==> config.mk <==
export PLATFORM = sky130hd
export DESIGN_NAME = irq_cos_unit
export DESIGN_NICKNAME = d
export VERILOG_FILES = /design/src/rtl/irq_cos_pkg.sv /design/src/rtl/cos_detector.sv /design/src/rtl/irq_flag_bank.sv /design/src/rtl/irq_cos_unit.sv
export SDC_FILE = /design/constraint.sdc
export NUM_CORES = 1
export LEC_CHECK = 0
export BUFFER_PORTS_ARGS = -buffer_cell sky130_fd_sc_hd__buf_2
export CORE_AREA = 3 3 59 61
export DETAILED_ROUTE_END_ITERATION = 6
export DIE_AREA = 0 0 62 64
export PLACE_DENSITY_LB_ADDON = 0.15
export RECOVER_POWER = 50
export SKIP_CTS_REPAIR_TIMING = 1
export SYNTH_ARGS = -nofsm -noshare
export SYNTH_HDL_FRONTEND = slang
export SYNTH_SLANG_ARGS = --single-unit
export TNS_END_PERCENT = 100
==> constraint.sdc <==
create_clock -name clk -period 2.8 [get_ports clk]
set_input_delay 0 -clock clk [delete_from_list [all_inputs] [get_ports clk]]
set_output_delay 0 -clock clk [all_outputs]
set_load 0.05 [all_outputs]
==> src/rtl/irq_cos_pkg.sv <==
package irq_cos_pkg;
  localparam int unsigned DATA_W = 8;
  localparam int unsigned ADDR_W = 2;

  localparam logic [ADDR_W-1:0] ADDR_STAT  = 2'd0;
  localparam logic [ADDR_W-1:0] ADDR_MASK  = 2'd1;
  localparam logic [ADDR_W-1:0] ADDR_CHG   = 2'd2;
  localparam logic [ADDR_W-1:0] ADDR_ROUTE = 2'd3;

  // request is pending when any enabled condition is set
  function automatic logic any_pending(input logic [DATA_W-1:0] stat,
                                       input logic [DATA_W-1:0] msk);
    return |(stat & msk);
  endfunction

  // change register word: deltas on top, live levels below
  function automatic logic [7:0] chg_word(input logic [3:0] delta,
                                          input logic [3:0] lvl);
    return {delta, lvl};
  endfunction

  // sticky update: set has priority over clear
  function automatic logic sticky_next(input logic cur, input logic set,
                                       input logic clr);
    return set | (cur & ~clr);
  endfunction
endpackage

==> src/rtl/cos_detector.sv <==
module cos_detector #(
  parameter int unsigned N_PINS      = 4,
  parameter int unsigned SYNC_STAGES = 2
) (
  input  logic              clk,
  input  logic              rst_n,
  input  logic [N_PINS-1:0] pins,
  input  logic              clr,
  output logic [N_PINS-1:0] level,
  output logic [N_PINS-1:0] edge_det,
  output logic [N_PINS-1:0] delta
);
  import irq_cos_pkg::*;

  localparam int unsigned LAST = SYNC_STAGES - 1;

  logic [N_PINS-1:0] sync_q [SYNC_STAGES];
  logic [N_PINS-1:0] prev_q;
  logic [N_PINS-1:0] delta_q;

  always_ff @(posedge clk or negedge rst_n) begin
    if (!rst_n) sync_q[0] <= '1;
    else        sync_q[0] <= pins;
  end

  for (genvar s = 1; s < SYNC_STAGES; s++) begin : g_sync
    always_ff @(posedge clk or negedge rst_n) begin
      if (!rst_n) sync_q[s] <= '1;
      else        sync_q[s] <= sync_q[s-1];
    end
  end

  assign level    = sync_q[LAST];
  assign edge_det = level ^ prev_q;

  always_ff @(posedge clk or negedge rst_n) begin
    if (!rst_n) prev_q <= '1;
    else        prev_q <= level;
  end

  for (genvar p = 0; p < N_PINS; p++) begin : g_delta
    always_ff @(posedge clk or negedge rst_n) begin
      if (!rst_n) delta_q[p] <= 1'b0;
      else        delta_q[p] <= sticky_next(delta_q[p], edge_det[p], clr);
    end
  end

  assign delta = delta_q;
endmodule

==> src/rtl/irq_flag_bank.sv <==
module irq_flag_bank #(
  parameter int unsigned N_FLAGS = 7
) (
  input  logic               clk,
  input  logic               rst_n,
  input  logic [N_FLAGS-1:0] set_vec,
  input  logic [N_FLAGS-1:0] clr_vec,
  output logic [N_FLAGS-1:0] flags
);
  import irq_cos_pkg::*;

  logic [N_FLAGS-1:0] flag_q;

  for (genvar i = 0; i < N_FLAGS; i++) begin : g_flag
    always_ff @(posedge clk or negedge rst_n) begin
      if (!rst_n) flag_q[i] <= 1'b0;
      else        flag_q[i] <= sticky_next(flag_q[i], set_vec[i], clr_vec[i]);
    end
  end

  assign flags = flag_q;
endmodule

==> src/rtl/irq_cos_unit.sv <==
module irq_cos_unit #(
  parameter int unsigned N_COS       = 4,
  parameter int unsigned SYNC_STAGES = 2,
  parameter int unsigned N_ROUTE     = 6
) (
  input  logic                              clk,
  input  logic                              rst_n,
  input  logic [1:0]                        tx_evt,
  input  logic [1:0]                        rx_evt,
  input  logic [1:0]                        brk_evt,
  input  logic                              ctr_evt,
  input  logic [1:0]                        tx_wr,
  input  logic [1:0]                        rx_rd,
  input  logic [1:0]                        brk_clr,
  input  logic                              ctr_stop,
  input  logic [N_COS-1:0]                  in_pins,
  input  logic                              bus_re,
  input  logic                              bus_we,
  input  logic [irq_cos_pkg::ADDR_W-1:0]    bus_addr,
  input  logic [irq_cos_pkg::DATA_W-1:0]    bus_wdata,
  output logic [irq_cos_pkg::DATA_W-1:0]    bus_rdata,
  output logic                              irq_n,
  output logic [N_ROUTE-1:0]                src_irq_n
);
  import irq_cos_pkg::*;

  localparam int unsigned N_FLAGS = DATA_W - 1;

  logic [N_FLAGS-1:0] set_vec, clr_vec, flags;
  logic [N_COS-1:0]   cos_level, cos_edge, delta_q;
  logic [DATA_W-1:0]  stat_vec, mask_q, route_q;
  logic               chg_rd, wr_mask, wr_route;

  // flag order matches status bits 6..0
  assign set_vec = {brk_evt[1], rx_evt[1], tx_evt[1], ctr_evt,
                    brk_evt[0], rx_evt[0], tx_evt[0]};
  assign clr_vec = {brk_clr[1], rx_rd[1], tx_wr[1], ctr_stop,
                    brk_clr[0], rx_rd[0], tx_wr[0]};

  assign chg_rd   = bus_re && (bus_addr == ADDR_CHG);
  assign wr_mask  = bus_we && (bus_addr == ADDR_MASK);
  assign wr_route = bus_we && (bus_addr == ADDR_ROUTE);

  irq_flag_bank #(.N_FLAGS(N_FLAGS)) u_flags (
    .clk(clk), .rst_n(rst_n), .set_vec(set_vec), .clr_vec(clr_vec),
    .flags(flags)
  );

  cos_detector #(.N_PINS(N_COS), .SYNC_STAGES(SYNC_STAGES)) u_cos (
    .clk(clk), .rst_n(rst_n), .pins(in_pins), .clr(chg_rd),
    .level(cos_level), .edge_det(cos_edge), .delta(delta_q)
  );

  assign stat_vec = {|delta_q, flags};

  always_ff @(posedge clk or negedge rst_n) begin
    if (!rst_n) begin
      mask_q  <= '0;
      route_q <= '0;
    end else begin
      if (wr_mask)  mask_q  <= bus_wdata;
      if (wr_route) route_q <= bus_wdata;
    end
  end

  assign irq_n = ~any_pending(stat_vec, mask_q);

  for (genvar i = 0; i < N_ROUTE; i++) begin : g_route
    assign src_irq_n[i] = ~(stat_vec[i] & route_q[i]);
  end

  always_comb begin
    unique case (bus_addr)
      ADDR_STAT: bus_rdata = stat_vec;
      ADDR_MASK: bus_rdata = mask_q;
      ADDR_CHG:  bus_rdata = chg_word(delta_q, cos_level);
      default:   bus_rdata = route_q;
    endcase
  end
endmodule

==> run metrics <==
cells on worst reg2reg path=2; DRT iter0 DRCs=49; final RePlAce weighted congestion=0.7842; Crit Reg-Reg Startpoint=u_flags.flags[1]; placed insts=194; leading area contributor after synthesis=dfrtp_1; IO Pins=47; Syn. warnings=0; final wirelength=3295 µm; largest net degree at the start of global routing=40; syn avg cell area=15.22 µm²; post-synthesis sequential area ratio=61.44%; initial core utilization=53.26%; Crit Path Category=reg2out; post-synthesis to final-layout area growth=36.85%; # setup viols final=0; worst clock skew=0.01110 ns; deepest level of the CTS H-tree=2; fin crit share=70.08%; final hold vios=0; Seq cells post-synth=39; initial antenna violation count=0; CP max FO=4; number of global-route vias before repair=1120; placed instance area=1888 µm²; DRC viols=0; Fmax=509.6 MHz; Req. time, crit path=2.80 ns; CTS tree=done; final hold slack=0.05923 ns; Post-synth EDFFs=0; total track usage=17.88%; pwr/cell area=596.8 nW/µm²; port buffer count=46; first-pass GRT wire length=5119 µm; clock tree sinks=39; max-cap viol count=1; DIE HEIGHT=64 µm; post-route total power=1.317 mW; FF-to-FF End=u_flags.flags[1]; Clock transition at path regs=0.12 ns; hold depth=3; worst hold start=bus_re; Async S/R FF share, synth=100.0%; max-slew violations=40; Worst EP arrival=1.96 ns; via count=1141; synthesized cell area=1613 µm²; hpwl dp=2228 µm; Antenna diodes=0; most common cell after layout, fill and taps aside=buf_2; Slew headroom=-33.20%; VDD IR max=0.3721 mV; worst reg-to-reg setup slack=1.55 ns; Worst Max-Slew Pin Slew=1.998 ns; hold crit path type=in2reg; Post-Synthesis Cells=106; RSZ-0062 raised after global routing=false; syn nets=138; LEAKAGE=1.019 nW; Worst Setup End Kind=primary output; num rows=20; Post-synth top flop=dfrtp_1; Synth top area share=41.89%; clk_lat worst skew=0.33 ns; Layout Cells excl Fill=229; CTS buffer count=5; most frequent cells in the layout=buf_2 (44), dlygate4sd3_1 (27), dfrtp_1 (27); Avg WL per Cell=14.39 µm; GRT overflow=0; Core ar.=3028 µm²; synth unique cells=19; min Tclk post-route=1.962 ns; status=complete, but fails checks; final instance area=2207 µm²; setup TNS=0 ns; clock buffer depth=2; leading cell types by total area after synthesis=dfrtp_1 (42%), dfstp_2 (20%), mux4_2 (11%); Root Driver=clkbuf_4; hold endpoint=u_cos.delta[0]; share of layout cells above drive strength 1=43.78%; drt pass-1 iters=4; Nets=216; violated checks=max-capacitance violations, max-slew violations; Final ANT Viol Nets=0; Startpoint Class=flop; area of the die=3968 µm²; vias per std cell=4.983; Die W=62 µm
worst max path at each step:
| stage | startpoint | end | slack (ns) | cells after the start |
|---|---|---|---|---|
| 6_report | u_cos.delta[3] | bus_rdata[7] | 0.84 | 3 |
| 5_1_grt | rst_n | u_cos.delta[3] | 0.47 | 2 |
| 4_1_cts | u_cos.delta[0] | bus_rdata[7] | 0.82 | 3 |
| 3_5_place_dp | u_cos.delta[3] | bus_rdata[7] | 1.21 | 3 |
| 3_3_place_gp | u_cos.delta[3] | bus_rdata[7] | 1.23 | 3 |
| 2_1_floorplan | u_cos.delta[3] | bus_rdata[7] | 1.31 | 2 |
sequential cells by signal, indices dropped and copies added, names as in the netlist:
signal	count
mask_q	8
route_q	8
u_flags.flags	7
u_cos.delta	4
u_cos.level	4
u_cos.prev_q	4
u_cos.sync_q	4
Yosys cell counts, types with 2 or more instances:
library cell and n:
a21o_1 7, a22oi_1 2, buf_2 2, dfrtp_1 27
dfstp_2 12, inv_1 11, mux2_1 2, mux2_2 14
mux4_2 8, nand2_1 6, o21ai_0 4, xnor2_1 4
metrics by stage:
step | util [%] | worst slack [ns]
after floorplan | - | 1.309
after CTS | 64.34 | 0.8160
after global placement | 62.36 | 1.231
after detailed placement | 62.36 | 1.210
after global routing | 72.89 | 0.4666
final | 72.89 | 0.8378
critical path, cell delays in order, from the launching register on:
cell and delay [ns]:
dfrtp_1 0.42, or4_1 0.53, mux4_2 0.46, buf_2 0.22
cell type report:
cell class	instances	area, µm²
Timing Repair Buffer	73	498.0
Clock inverter	1	5.005
Sequential cell	39	991.0
Fill cell	221	820.8
Inverter	11	41.29
Tap cell	44	55.05
Clock buffer	7	55.05
Multi-Input combinational cell	54	561.8
kinds of logic after synthesis:
kind of cell	share of synthesized area, %
DFF	61.44
muxes	22.34
AOI/OAI and AO/OA	6.594
buffers and inverters	3.181
and+or+nand+nor	4.267
xor gates and xnor gates	2.172
per-layer routing:
metal / wire, µm / up-vias / track usage (%)
met5: 0 / - / 0
met4: 15 / 0 / 3.979
met3: 180 / 2 / 6.061
met2: 1699 / 34 / 29.53
met1: 1399 / 567 / 22.25
li1: - / 538 / -
report_power, final:
| group | internal, mW | switching, mW | leakage, nW |
|---|---|---|---|
| Clock | 0.122 | 0.171 | 0.0353 |
| Sequential | 0.632 | 0.0487 | 0.426 |
| Combinational | 0.144 | 0.199 | 0.557 |
| Total | 0.898 | 0.419 | 1.02 |
(Power assumes the default switching activity.)
